$ cat src/rtl/exc_regs_pkg.sv
package exc_regs_pkg;
  localparam int unsigned IDX_W    = 5;
  localparam int unsigned MASK_LSB = 8;
  localparam int unsigned CODE_LSB = 2;

  localparam logic [IDX_W-1:0] REG_FAULT_ADDR = 5'd8;
  localparam logic [IDX_W-1:0] REG_STATUS     = 5'd12;
  localparam logic [IDX_W-1:0] REG_CAUSE      = 5'd13;
  localparam logic [IDX_W-1:0] REG_TRAP_PC    = 5'd14;

  typedef enum logic [2:0] {
    ACT_NONE,
    ACT_TRAP,
    ACT_PRIV,
    ACT_RETURN,
    ACT_WRITE
  } exc_act_e;
endpackage

$ cat src/rtl/exc_arbiter.sv
module exc_arbiter
  import exc_regs_pkg::*;
(
  input  logic     exc_valid,
  input  logic     eret,
  input  logic     wr_en,
  input  logic     user_mode,
  output exc_act_e act
);
  always_comb begin
    if (exc_valid)              act = ACT_TRAP;
    else if (wr_en && user_mode) act = ACT_PRIV;
    else if (eret)              act = ACT_RETURN;
    else if (wr_en)             act = ACT_WRITE;
    else                        act = ACT_NONE;
  end

  always_comb begin
    assert (!(exc_valid && act != ACT_TRAP)) else $error("AST_TRAP_FIRST");
  end
endmodule

$ cat src/rtl/exc_mode_stack.sv
module exc_mode_stack
  import exc_regs_pkg::*;
#(
  parameter int unsigned DATA_W  = 32,
  parameter int unsigned NUM_IRQ = 8,
  parameter int unsigned PAIRS   = 3
) (
  input  logic               clk,
  input  logic               rst,
  input  exc_act_e           act,
  input  logic               sel_status,
  input  logic [DATA_W-1:0]  wr_data,
  output logic [NUM_IRQ-1:0] mask_o,
  output logic [2*PAIRS-1:0] pairs_o
);
  localparam int unsigned SW = 2 * PAIRS;

  logic [NUM_IRQ-1:0] mask_q;
  logic [SW-1:0]      pairs_q;
  logic [SW-1:0]      pushed;
  logic [SW-1:0]      popped;

  assign pushed = {pairs_q[SW-3:0], 2'b00};
  assign popped = {pairs_q[SW-1:SW-2], pairs_q[SW-1:2]};

  always_ff @(posedge clk) begin
    if (rst) begin
      mask_q  <= '0;
      pairs_q <= '0;
    end else begin
      unique case (act)
        ACT_TRAP, ACT_PRIV: pairs_q <= pushed;
        ACT_RETURN:         pairs_q <= popped;
        ACT_WRITE: begin
          if (sel_status) begin
            mask_q  <= wr_data[MASK_LSB +: NUM_IRQ];
            pairs_q <= wr_data[SW-1:0];
          end
        end
        default: ;
      endcase
    end
  end

  assign mask_o  = mask_q;
  assign pairs_o = pairs_q;

  AST_PUSH_KERNEL: assert property (@(posedge clk) disable iff (rst)
    (act == ACT_TRAP || act == ACT_PRIV) |=>
      (pairs_q[1:0] == 2'b00 && pairs_q[SW-1:2] == $past(pairs_q[SW-3:0])));
  AST_PUSH_MASK_HELD: assert property (@(posedge clk) disable iff (rst)
    (act == ACT_TRAP) |=> $stable(mask_q));
  AST_POP_ORDER: assert property (@(posedge clk) disable iff (rst)
    (act == ACT_RETURN) |=>
      (pairs_q[SW-3:0] == $past(pairs_q[SW-1:2]) &&
       pairs_q[SW-1:SW-2] == $past(pairs_q[SW-1:SW-2])));
endmodule

$ cat src/rtl/exc_capture.sv
module exc_capture
  import exc_regs_pkg::*;
#(
  parameter int unsigned DATA_W    = 32,
  parameter int unsigned CODE_W    = 5,
  parameter int unsigned NUM_IRQ   = 8,
  parameter int unsigned PRIV_CODE = 11
) (
  input  logic               clk,
  input  logic               rst,
  input  exc_act_e           act,
  input  logic [CODE_W-1:0]  exc_code,
  input  logic [DATA_W-1:0]  exc_pc,
  input  logic               exc_addr_valid,
  input  logic [DATA_W-1:0]  exc_addr,
  input  logic [DATA_W-1:0]  wr_pc,
  input  logic               sel_pc,
  input  logic [DATA_W-1:0]  wr_data,
  input  logic [NUM_IRQ-1:0] irq_pending,
  output logic [CODE_W-1:0]  code_o,
  output logic [DATA_W-1:0]  pc_o,
  output logic [DATA_W-1:0]  fault_o,
  output logic [NUM_IRQ-1:0] pend_o
);
  localparam logic [CODE_W-1:0] PRIV_VAL = CODE_W'(PRIV_CODE);

  logic [CODE_W-1:0]  code_q;
  logic [DATA_W-1:0]  pc_q;
  logic [DATA_W-1:0]  fault_q;
  logic [NUM_IRQ-1:0] pend_q;

  always_ff @(posedge clk) begin
    if (rst) begin
      code_q  <= '0;
      pc_q    <= '0;
      fault_q <= '0;
      pend_q  <= '0;
    end else begin
      pend_q <= irq_pending;
      unique case (act)
        ACT_TRAP: begin
          code_q <= exc_code;
          pc_q   <= exc_pc;
          if (exc_addr_valid) fault_q <= exc_addr;
        end
        ACT_PRIV: begin
          code_q <= PRIV_VAL;
          pc_q   <= wr_pc;
        end
        ACT_WRITE: begin
          if (sel_pc) pc_q <= wr_data;
        end
        default: ;
      endcase
    end
  end

  assign code_o  = code_q;
  assign pc_o    = pc_q;
  assign fault_o = fault_q;
  assign pend_o  = pend_q;

  AST_FAULT_HOLD: assert property (@(posedge clk) disable iff (rst)
    !(act == ACT_TRAP && exc_addr_valid) |=> $stable(fault_q));
  AST_PRIV_CODE: assert property (@(posedge clk) disable iff (rst)
    (act == ACT_PRIV) |=> (code_q == PRIV_VAL));
  AST_TRAP_SAVE: assert property (@(posedge clk) disable iff (rst)
    (act == ACT_TRAP) |=> (pc_q == $past(exc_pc) && code_q == $past(exc_code)));
endmodule

$ cat src/rtl/exc_irq_gen.sv
module exc_irq_gen #(
  parameter int unsigned NUM_IRQ = 8
) (
  input  logic               clk,
  input  logic               rst,
  input  logic               enable,
  input  logic [NUM_IRQ-1:0] mask,
  input  logic [NUM_IRQ-1:0] pending,
  output logic               irq_req_o
);
  logic [NUM_IRQ-1:0] hit;

  for (genvar i = 0; i < NUM_IRQ; i++) begin : g_line
    assign hit[i] = mask[i] & pending[i];
  end

  always_ff @(posedge clk) begin
    if (rst) irq_req_o <= 1'b0;
    else     irq_req_o <= enable & (|hit);
  end

  AST_IRQ_GATED: assert property (@(posedge clk) disable iff (rst)
    !enable |=> !irq_req_o);
  AST_IRQ_MASKED: assert property (@(posedge clk) disable iff (rst)
    ((mask & pending) == '0) |=> !irq_req_o);
endmodule

$ cat src/rtl/exc_ctrl_regs.sv
module exc_ctrl_regs
  import exc_regs_pkg::*;
#(
  parameter int unsigned DATA_W    = 32,
  parameter int unsigned NUM_IRQ   = 8,
  parameter int unsigned PAIRS     = 3,
  parameter int unsigned CODE_W    = 5,
  parameter int unsigned PRIV_CODE = 11
) (
  input  logic               clk,
  input  logic               rst,
  input  logic               exc_valid,
  input  logic [CODE_W-1:0]  exc_code,
  input  logic [DATA_W-1:0]  exc_pc,
  input  logic               exc_addr_valid,
  input  logic [DATA_W-1:0]  exc_addr,
  input  logic               eret,
  input  logic [NUM_IRQ-1:0] irq_pending,
  input  logic [IDX_W-1:0]   rd_idx,
  output logic [DATA_W-1:0]  rd_data,
  input  logic               wr_en,
  input  logic [IDX_W-1:0]   wr_idx,
  input  logic [DATA_W-1:0]  wr_data,
  input  logic [DATA_W-1:0]  wr_pc,
  output logic               irq_req
);
  localparam int unsigned SW = 2 * PAIRS;

  exc_act_e           act;
  logic [NUM_IRQ-1:0] mask;
  logic [SW-1:0]      pairs;
  logic [CODE_W-1:0]  code;
  logic [DATA_W-1:0]  trap_pc;
  logic [DATA_W-1:0]  fault_addr;
  logic [NUM_IRQ-1:0] pend;
  logic [DATA_W-1:0]  status_word;
  logic [DATA_W-1:0]  cause_word;
  logic [DATA_W-1:0]  rd_q;
  logic               user_mode;

  assign user_mode = pairs[1];

  exc_arbiter i_arb (
    .exc_valid (exc_valid),
    .eret      (eret),
    .wr_en     (wr_en),
    .user_mode (user_mode),
    .act       (act)
  );

  exc_mode_stack #(.DATA_W(DATA_W), .NUM_IRQ(NUM_IRQ), .PAIRS(PAIRS)) i_stack (
    .clk        (clk),
    .rst        (rst),
    .act        (act),
    .sel_status (wr_idx == REG_STATUS),
    .wr_data    (wr_data),
    .mask_o     (mask),
    .pairs_o    (pairs)
  );

  exc_capture #(.DATA_W(DATA_W), .CODE_W(CODE_W), .NUM_IRQ(NUM_IRQ),
                .PRIV_CODE(PRIV_CODE)) i_cap (
    .clk            (clk),
    .rst            (rst),
    .act            (act),
    .exc_code       (exc_code),
    .exc_pc         (exc_pc),
    .exc_addr_valid (exc_addr_valid),
    .exc_addr       (exc_addr),
    .wr_pc          (wr_pc),
    .sel_pc         (wr_idx == REG_TRAP_PC),
    .wr_data        (wr_data),
    .irq_pending    (irq_pending),
    .code_o         (code),
    .pc_o           (trap_pc),
    .fault_o        (fault_addr),
    .pend_o         (pend)
  );

  exc_irq_gen #(.NUM_IRQ(NUM_IRQ)) i_irq (
    .clk       (clk),
    .rst       (rst),
    .enable    (pairs[0]),
    .mask      (mask),
    .pending   (irq_pending),
    .irq_req_o (irq_req)
  );

  always_comb begin
    status_word = '0;
    status_word[MASK_LSB +: NUM_IRQ] = mask;
    status_word[SW-1:0] = pairs;
    cause_word = '0;
    cause_word[MASK_LSB +: NUM_IRQ] = pend;
    cause_word[CODE_LSB +: CODE_W] = code;
  end

  always_ff @(posedge clk) begin
    if (rst) rd_q <= '0;
    else begin
      unique case (rd_idx)
        REG_FAULT_ADDR: rd_q <= fault_addr;
        REG_STATUS:     rd_q <= status_word;
        REG_CAUSE:      rd_q <= cause_word;
        REG_TRAP_PC:    rd_q <= trap_pc;
        default:        rd_q <= '0;
      endcase
    end
  end

  assign rd_data = rd_q;

  AST_UNMAPPED_ZERO: assert property (@(posedge clk) disable iff (rst)
    (rd_idx != REG_FAULT_ADDR && rd_idx != REG_STATUS &&
     rd_idx != REG_CAUSE && rd_idx != REG_TRAP_PC) |=> (rd_data == '0));
  AST_USER_WRITE_TRAPS: assert property (@(posedge clk) disable iff (rst)
    (wr_en && user_mode && !exc_valid) |=>
      (trap_pc == $past(wr_pc) && pairs[1:0] == 2'b00));
  AST_TRAP_BEATS_WRITE: assert property (@(posedge clk) disable iff (rst)
    (exc_valid && wr_en) |=> (trap_pc == $past(exc_pc)));
  AST_FAULT_NOT_WRITABLE: assert property (@(posedge clk) disable iff (rst)
    (wr_en && !exc_valid && wr_idx == REG_FAULT_ADDR) |=> $stable(fault_addr));
  AST_TRAP_ANY_ENABLE: assert property (@(posedge clk) disable iff (rst)
    exc_valid |=> (pairs[1:0] == 2'b00));
endmodule

$ cat config.mk
export PLATFORM = sky130hd
export DESIGN_NAME = exc_ctrl_regs
export DESIGN_NICKNAME = d
export VERILOG_FILES = /design/src/rtl/exc_regs_pkg.sv /design/src/rtl/exc_arbiter.sv /design/src/rtl/exc_mode_stack.sv /design/src/rtl/exc_capture.sv /design/src/rtl/exc_irq_gen.sv /design/src/rtl/exc_ctrl_regs.sv
export SDC_FILE = /design/constraint.sdc
export NUM_CORES = 1
export LEC_CHECK = 0
export BUFFER_PORTS_ARGS = -buffer_cell sky130_fd_sc_hd__buf_2
export CORE_ASPECT_RATIO = 1.75
export CORE_MARGIN = 8
export CORE_UTILIZATION = 50
export DETAILED_ROUTE_END_ITERATION = 6
export GPL_TIMING_DRIVEN = 0
export PLACE_DENSITY = 0.89
export SYNTH_ARGS = -nofsm -noshare
export SYNTH_HDL_FRONTEND = slang
export SYNTH_SLANG_ARGS = --single-unit
$ cat constraint.sdc
create_clock -name clk -period 2.35 [get_ports clk]
set_input_delay 0.3525 -clock clk [delete_from_list [all_inputs] [get_ports clk]]
set_output_delay 0.3525 -clock clk [all_outputs]
set_load 0.02 [all_outputs]
==> summary.txt, run 1 <==
max_cap viols: 0
Ports: 190
Synth-to-Final Area Change: 34.88%
Wirelength per Cell: 20.92 µm
hold depth: 3
EDFF count, synth: 0
Starting Density: 0.5069
first-pass GRT wire length: 28,500 µm
status: finished, violations left
period utilization: 0.9390
xor/xnor share of the synthesized area: 0
Hold WS: 168.4 ps
synth warn: 0
# diodes: 0
row cnt: 48
Slowest Stage Delay on Critical Path: 540 ps
DRT iter0 DRCs: 629
Filler cells: 783
Hold Vio Cnt, Final: 0
DRC: 5
routability cong.: 0.9337
Post-CTS Resized: 0
crit path cell chain: buf_4 > o211ai_1 > clkbuf_1 > a222oi_1 > a211oi_1
nets@finish: 900
async set-reset flop share out of synthesis: 0
clk slew on worst S/H paths: 60 ps
kind of critical path: reg -> reg
Setup Viol. Count Final: 0
Sink Count: 124
Final WS setup: 143.4 ps
CP top delay family: compound AO/OA/AOI/OAI gates
H-tree depth: 4
CP startpoint kind: flip-flop
post-synthesis adder-cell area fraction: 0.002283
grt ovf: 0
unrepaired setup endpoints after global routing: false
failing checks: design-rule violations
clk buf depth: 2
router iterations before antenna repair: 7
Hold Startpoint: exc_addr[31]
Num CTS Buffers: 17
Gate Count Post-Synth: 537
Routed WL: 18,430 µm
Die Height: 147.4 µm
Pleak: 2.813 nW
Rel. slew slack: 0.2590
mean number of vias per cell: 6.110
Global Route Usage Sum: 0.2679
Critical Path Fanout Max: 10
Crit path arrival time: 2510 ps
Worst-Skew Late Latency: 420 ps
DP HPWL: 13,710 µm
Req. time, crit path: 2650 ps
power after layout: 5.484 mW
hold_buf cts: 0
largest family of logic cells by synthesized area: compound AO/OA/AOI/OAI gates
pre-CTS setup slack: -42.63 ps
Post-Synth Simple-Gate Area: 0.1492
FF+latch count, synth: 124
Post-Syn Area: 0.004932 mm²
Worst Hold Path EP: i_cap.fault_o[31]
die footprint: 0.01342 mm²
vias in the first global route: 5,558
reg2reg setup slack: 140 ps
Worst path slowest cell: clkbuf_1
Util after Layout: 0.6838
fmax: 453.2 MHz
R2R cell count: 5
top_reg_cell synth: dfxtp_1
via count: 5,383
post-route minimum period: 2207 ps
antenna violations before repair: 0
Core ar.: 0.009729 mm²
compound-gate portion of the synthesized area: 0.2778
Worst R2R Start: i_stack.pairs_o[1]
I/O Buffers: 187
share of layout cells above drive strength 1: 0.3280
die width: 91.08 µm
CTS tree: done
largest net degree at the start of global routing: 17
clock root cell: clkbuf_16
multiplexer share of the synthesized area: 0.01826
fin cells: 881
reg2reg end: i_cap.pc_o[9]
Buf+Inv Stages, Crit Path: 2
fin. max-slew vios: 0
clk_skew: 9.335 ps
Least-Margin Pin Slew: 1101 ps
postcts setup bufs: 0
Synth Area per Inst: 9.185 µm²
Worst setup EP type: flip-flop
power per cell area: 824.4 mW/mm²
post-route ant nets: 0
Synth cell types: 40
Synth Net Count: 694
HP Class: in -> reg
VDD IR max: 0.0006220 V
post-synthesis sequential area ratio: 0.5033
post-placement cell count: 849
[per-stage QoR]
stage               area (µm²)  setup TNS [ps]
floorplan                 4932               0
global placement          6025          -2.691
detailed placement        6025          -83.88
CTS                       6653               0
global route              6653               0
finish                    6653               0
[layer usage]
metal | global-route usage | vias to the layer above | routed length, µm
met1 | 0.2629 | 2551 | 6478
met2 | 0.4825 | 340 | 9647
met3 | 0.07263 | 69 | 1429
met5 | 0 | - | 0
li1 | - | 2423 | -
met4 | 0.1690 | 0 | 872
[cells in the final DEF, fill, tap and decap left out, types with 8 or more instances in the layout]
cell / instances
nor2b_1: 8
clkbuf_1: 33
a21oi_1: 47
dfxtp_1: 124
a222oi_1: 35
clkbuf_16: 17
a22oi_1: 47
mux2i_1: 9
buf_2: 198
nor2_1: 69
nand2_1: 72
a211oi_1: 33
[layout make-up]
cell class | count | area [µm²] | area share
clock inverters | 12 | 161.4 | 0.02426
well taps | 125 | 156.4 | 0.02351
plain buffers | 50 | 224.0 | 0.03367
flip-flops and latches | 124 | 2482 | 0.3731
multi-input cells | 358 | 2207 | 0.3318
inverters | 5 | 18.77 | 0.002821
clock buffers | 20 | 466.7 | 0.07015
repair buffers | 187 | 935.9 | 0.1407
[logic make-up after synthesis]
kind of cell	after synthesis
mux	9
fa+ha+maj	1
flops	124
buf+inv	55
simple gates	166
compound gates	182
[worst min-delay path, delay by kind of cell]
family,cells,cell delay [ps]
buffers and inverters,1,90
AO/OA/AOI/OAI,1,50
AND/OR/NAND/NOR,1,40
[worst max-delay path by stage]
stage | from | end | slack, ps | depth (start not counted)
CTS | i_stack.pairs_o[1] | i_cap.pc_o[9] | 170 | 5
finish | i_stack.pairs_o[1] | i_cap.pc_o[9] | 140 | 5
global route | i_stack.pairs_o[1] | i_cap.pc_o[9] | 60 | 5
floorplan | wr_en | i_cap.pc_o[24] | 830 | 6
global placement | rd_idx[4] | rd_data[13] | -3 | 6
detailed placement | rd_idx[4] | rd_data[15] | -40 | 6
[state kept, by name, indices dropped and copies added, names as in the netlist]
| signal | count |
|---|---|
| i_stack.mask_o | 8 |
| i_irq.irq_req_o | 1 |
| i_cap.pend_o | 8 |
| rd_data | 32 |
| i_cap.code_o | 5 |
| i_cap.fault_o | 32 |
| i_stack.pairs_o | 6 |
| i_cap.pc_o | 32 |
[synth_stat cells, types with 2 or more instances]
| cell | n | area (µm²) |
|---|---|---|
| buf_4 | 6 | 45.04 |
| o221a_2 | 3 | 33.78 |
| a21oi_1 | 47 | 235.2 |
| or3_1 | 2 | 12.51 |
| buf_2 | 11 | 55.05 |
| nor3_1 | 2 | 10.01 |
| nor2_1 | 69 | 259.0 |
| nor3b_2 | 3 | 37.54 |
| a222oi_1 | 35 | 350.3 |
| inv_1 | 4 | 15.01 |
| a211oi_1 | 33 | 247.7 |
| nor2b_1 | 8 | 50.05 |
| a22oi_1 | 47 | 352.8 |
| dfxtp_1 | 124 | 2482 |
| mux2i_1 | 9 | 90.09 |
| clkbuf_1 | 33 | 123.9 |
| nand2b_1 | 2 | 12.51 |
| nand2_1 | 72 | 270.3 |
| o211ai_1 | 2 | 15.01 |
| a32oi_1 | 2 | 17.52 |
| a311oi_1 | 2 | 17.52 |
| o21ai_0 | 3 | 15.01 |
[power breakdown]
group,switching [mW],internal [mW]
clock,0.993,1.76
combinational,0.273,0.210
sequential,0.0535,2.19
total,1.32,4.16
Power figures use the tool's default switching activity.
==> run 2: changes to the inputs <==
--- a/config.mk
+++ b/config.mk
@@ -5,13 +5,14 @@
 export SDC_FILE = /design/constraint.sdc
 export NUM_CORES = 1
 export LEC_CHECK = 0
+export ABC_CLOCK_PERIOD_IN_PS = 2350
 export BUFFER_PORTS_ARGS = -buffer_cell sky130_fd_sc_hd__buf_2
 export CORE_ASPECT_RATIO = 1.75
 export CORE_MARGIN = 8
 export CORE_UTILIZATION = 50
 export DETAILED_ROUTE_END_ITERATION = 6
 export GPL_TIMING_DRIVEN = 0
-export PLACE_DENSITY = 0.89
+export PLACE_DENSITY_LB_ADDON = 0.1
 export SYNTH_ARGS = -nofsm -noshare
 export SYNTH_HDL_FRONTEND = slang
 export SYNTH_SLANG_ARGS = --single-unit
==> run 2 against run 1 <==
The run now ends clean. Critical path type unchanged. Worst hold slack better by 2.9 ps. Sequential share of layout area up 0.14 points. First-iteration DRC count shrank 43%. Largest power group unchanged. Critical endpoint is now i_cap.pc_o[1]. Die area stayed put. Register-to-register slack improved by 120 ps. Count of clock-buffer cells in the layout is 1 higher. Global-route usage down 1.1 points. Highest routed layer unchanged. Via count decreased by 4.5%. Clock power down 4%. Core utilization down 0.26 points. Non-clock buffer count stayed put. Power fell by 2.1%.
==> summary.txt, run 2 (same netlist as run 1, synthesis figures left out) <==
most common cell after layout, fill and taps aside: buf_2
die width: 91.08 µm (unchanged)
die footprint: 0.01342 mm² (unchanged)
Setup Viol. Count Final: 0 (unchanged)
routability cong.: 0.9008 (-3.5%)
Hold WS: 171.3 ps (+2.883 ps)
via count: 5,142 (-4.5%)
H-tree depth: 4 (unchanged)
DRC: 0 (-5)
postcts setup bufs: 0 (unchanged)
Hold Vio Cnt, Final: 0 (unchanged)
Worst-Skew Late Latency: 420 ps (about the same)
Starting Density: 0.5069 (unchanged)
post-route ant nets: 0 (unchanged)
# diodes: 0 (unchanged)
NetSw: 1.247 mW (-5.5%)
CTS tree: done
Slowest Stage Delay on Critical Path: 500 ps (-40 ps)
nets@finish: 900 (unchanged)
Crit path arrival time: 2410 ps (-100 ps)
Clock Power Share: 0.493 (-0.009)
Filler cells: 863 (+10%)
period utilization: 0.8880 (-0.05101)
clock root cell: clkbuf_16
vias in the first global route: 5,420 (-2.5%)
crit path cell chain: buf_4 > nand2_1 > nor2_1 > clkbuf_1 > a222oi_1 > a211oi_1
Worst setup EP type: flip-flop
Num CTS Buffers: 17 (unchanged)
Synth-to-Final Area Change: 34.37%
HP Class: in -> reg
Int Pwr: 4.121 mW (-1.0%)
Comb power frac: 0.088 (about the same)
Worst path slowest cell: clkbuf_1
clk_skew: 6.533 ps (-2.802 ps)
fmax: 479.2 MHz (+5.7%)
Core ar.: 0.009729 mm² (unchanged)
clk buf depth: 2 (unchanged)
status: completed
pre-CTS setup slack: 10.16 ps (+52.78 ps)
Final WS setup: 263.3 ps (+119.9 ps)
VDD IR max: 0.0006071 V (-2.4%)
setup TNS: 0 ps (unchanged)
I/O Buffers: 187 (unchanged)
Sink Count: 124 (unchanged)
post-route minimum period: 2087 ps (-119.9 ps)
largest net degree at the start of global routing: 17 (unchanged)
Multi-input gate area: 0.002207 mm² (unchanged)
CP startpoint kind: flip-flop
Pleak: 2.807 nW (-0.23%)
Critical Path Fanout Max: 10 (unchanged)
CP startpoint: i_stack.pairs_o[1]
most frequent cells in the layout: 198 x buf_2, 124 x dfxtp_1, 72 x nand2_1
antenna violations before repair: 0 (unchanged)
Worst R2R Start: i_stack.pairs_o[1]
Ports: 190 (unchanged)
row cnt: 48 (unchanged)
hold_buf cts: 0 (unchanged)
post-placement cell count: 849 (unchanged)
Post-CTS Resized: 0 (unchanged)
Rel. slew slack: 0.3355 (+0.07653)
Global Route Usage Sum: 0.2570 (-0.01094)
clk slew on worst S/H paths: 60 ps (about the same)
hold depth: 3 (unchanged)
Req. time, crit path: 2670 ps (+20 ps)
switching share of power: 0.2324 (-0.008292)
Routed WL: 17,660 µm (-4.2%)
power per cell area: 810.0 mW/mm² (-1.7%)
router iterations before antenna repair: 6 (-1)
DRT iter0 DRCs: 361 (-43%)
Hold Startpoint: exc_addr[27]
unrepaired setup endpoints after global routing: false
Least-Margin Pin Slew: 987.6 ps (-113.7 ps)
Wirelength per Cell: 20.04 µm (-4.2%)
grt ovf: 0 (unchanged)
first-pass GRT wire length: 27,330 µm (-4.1%)
fin. max-slew vios: 0 (unchanged)
R2R cell count: 6 (+1)
sequential cell area: 0.002482 mm² (unchanged)
max_cap viols: 0 (unchanged)
mean number of vias per cell: 5.837 (-4.5%)
DP HPWL: 13,070 µm (-4.7%)
share of layout cells above drive strength 1: 0.3254 (-0.002646)
Sequential Power Share: 0.418 (+0.008)
Die Height: 147.4 µm (unchanged)
fin cells: 881 (unchanged)
kind of critical path: reg -> reg
## run 2: metrics by stage
stage	utilization	power [mW]	instance area, µm²
detailed placement	0.6192	2.757	6025
CTS	0.6812	5.370	6628
global route	0.6812	5.526	6628
floorplan	-	2.515	4932
finish	0.6812	5.368	6628
global placement	0.6192	2.742	6025
## run 2: layout make-up
| cell class | instances | area share |
|---|---|---|
| Sequential cell | 124 | 0.3746 |
| Multi-Input combinational cell | 358 | 0.3330 |
| Timing Repair Buffer | 187 | 0.1412 |
| Clock buffer | 21 | 0.06947 |
| Buffer | 50 | 0.03379 |
| Tap cell | 125 | 0.02360 |
| Clock inverter | 11 | 0.02152 |
| Inverter | 5 | 0.002832 |
## run 2: power by group through the flow
| stage | registers [mW] | logic (mW) | clock network [mW] |
|---|---|---|---|
| detailed placement | 2.29 | 0.469 | 0 |
| finish | 2.25 | 0.474 | 2.65 |
| global route | 2.25 | 0.517 | 2.76 |
| global placement | 2.28 | 0.458 | 0 |
| floorplan | 2.27 | 0.243 | 0 |
| CTS | 2.24 | 0.471 | 2.65 |
## run 2: path summary, 6_finish.rpt
path	slack, ps	endpoint
max	260	i_cap.pc_o[1]
min	170	i_cap.fault_o[27]
max reg2reg	260	i_cap.pc_o[1]
min reg2reg	450	i_cap.fault_o[16]
## run 2: per-layer routing
metal / GRT usage / wire, µm
met4: 0.1270 / 536
met2: 0.4522 / 9203
met5: 0 / 0
met1: 0.2701 / 6544
met3: 0.07669 / 1373
## run 2: critical path, delay by kind of cell (launching register included)
kind | cells | cell delay, ps
and+or+nand+nor | 2 | 530
buffers and inverters | 2 | 670
AOI/OAI and AO/OA | 2 | 480
DFF | 1 | 310
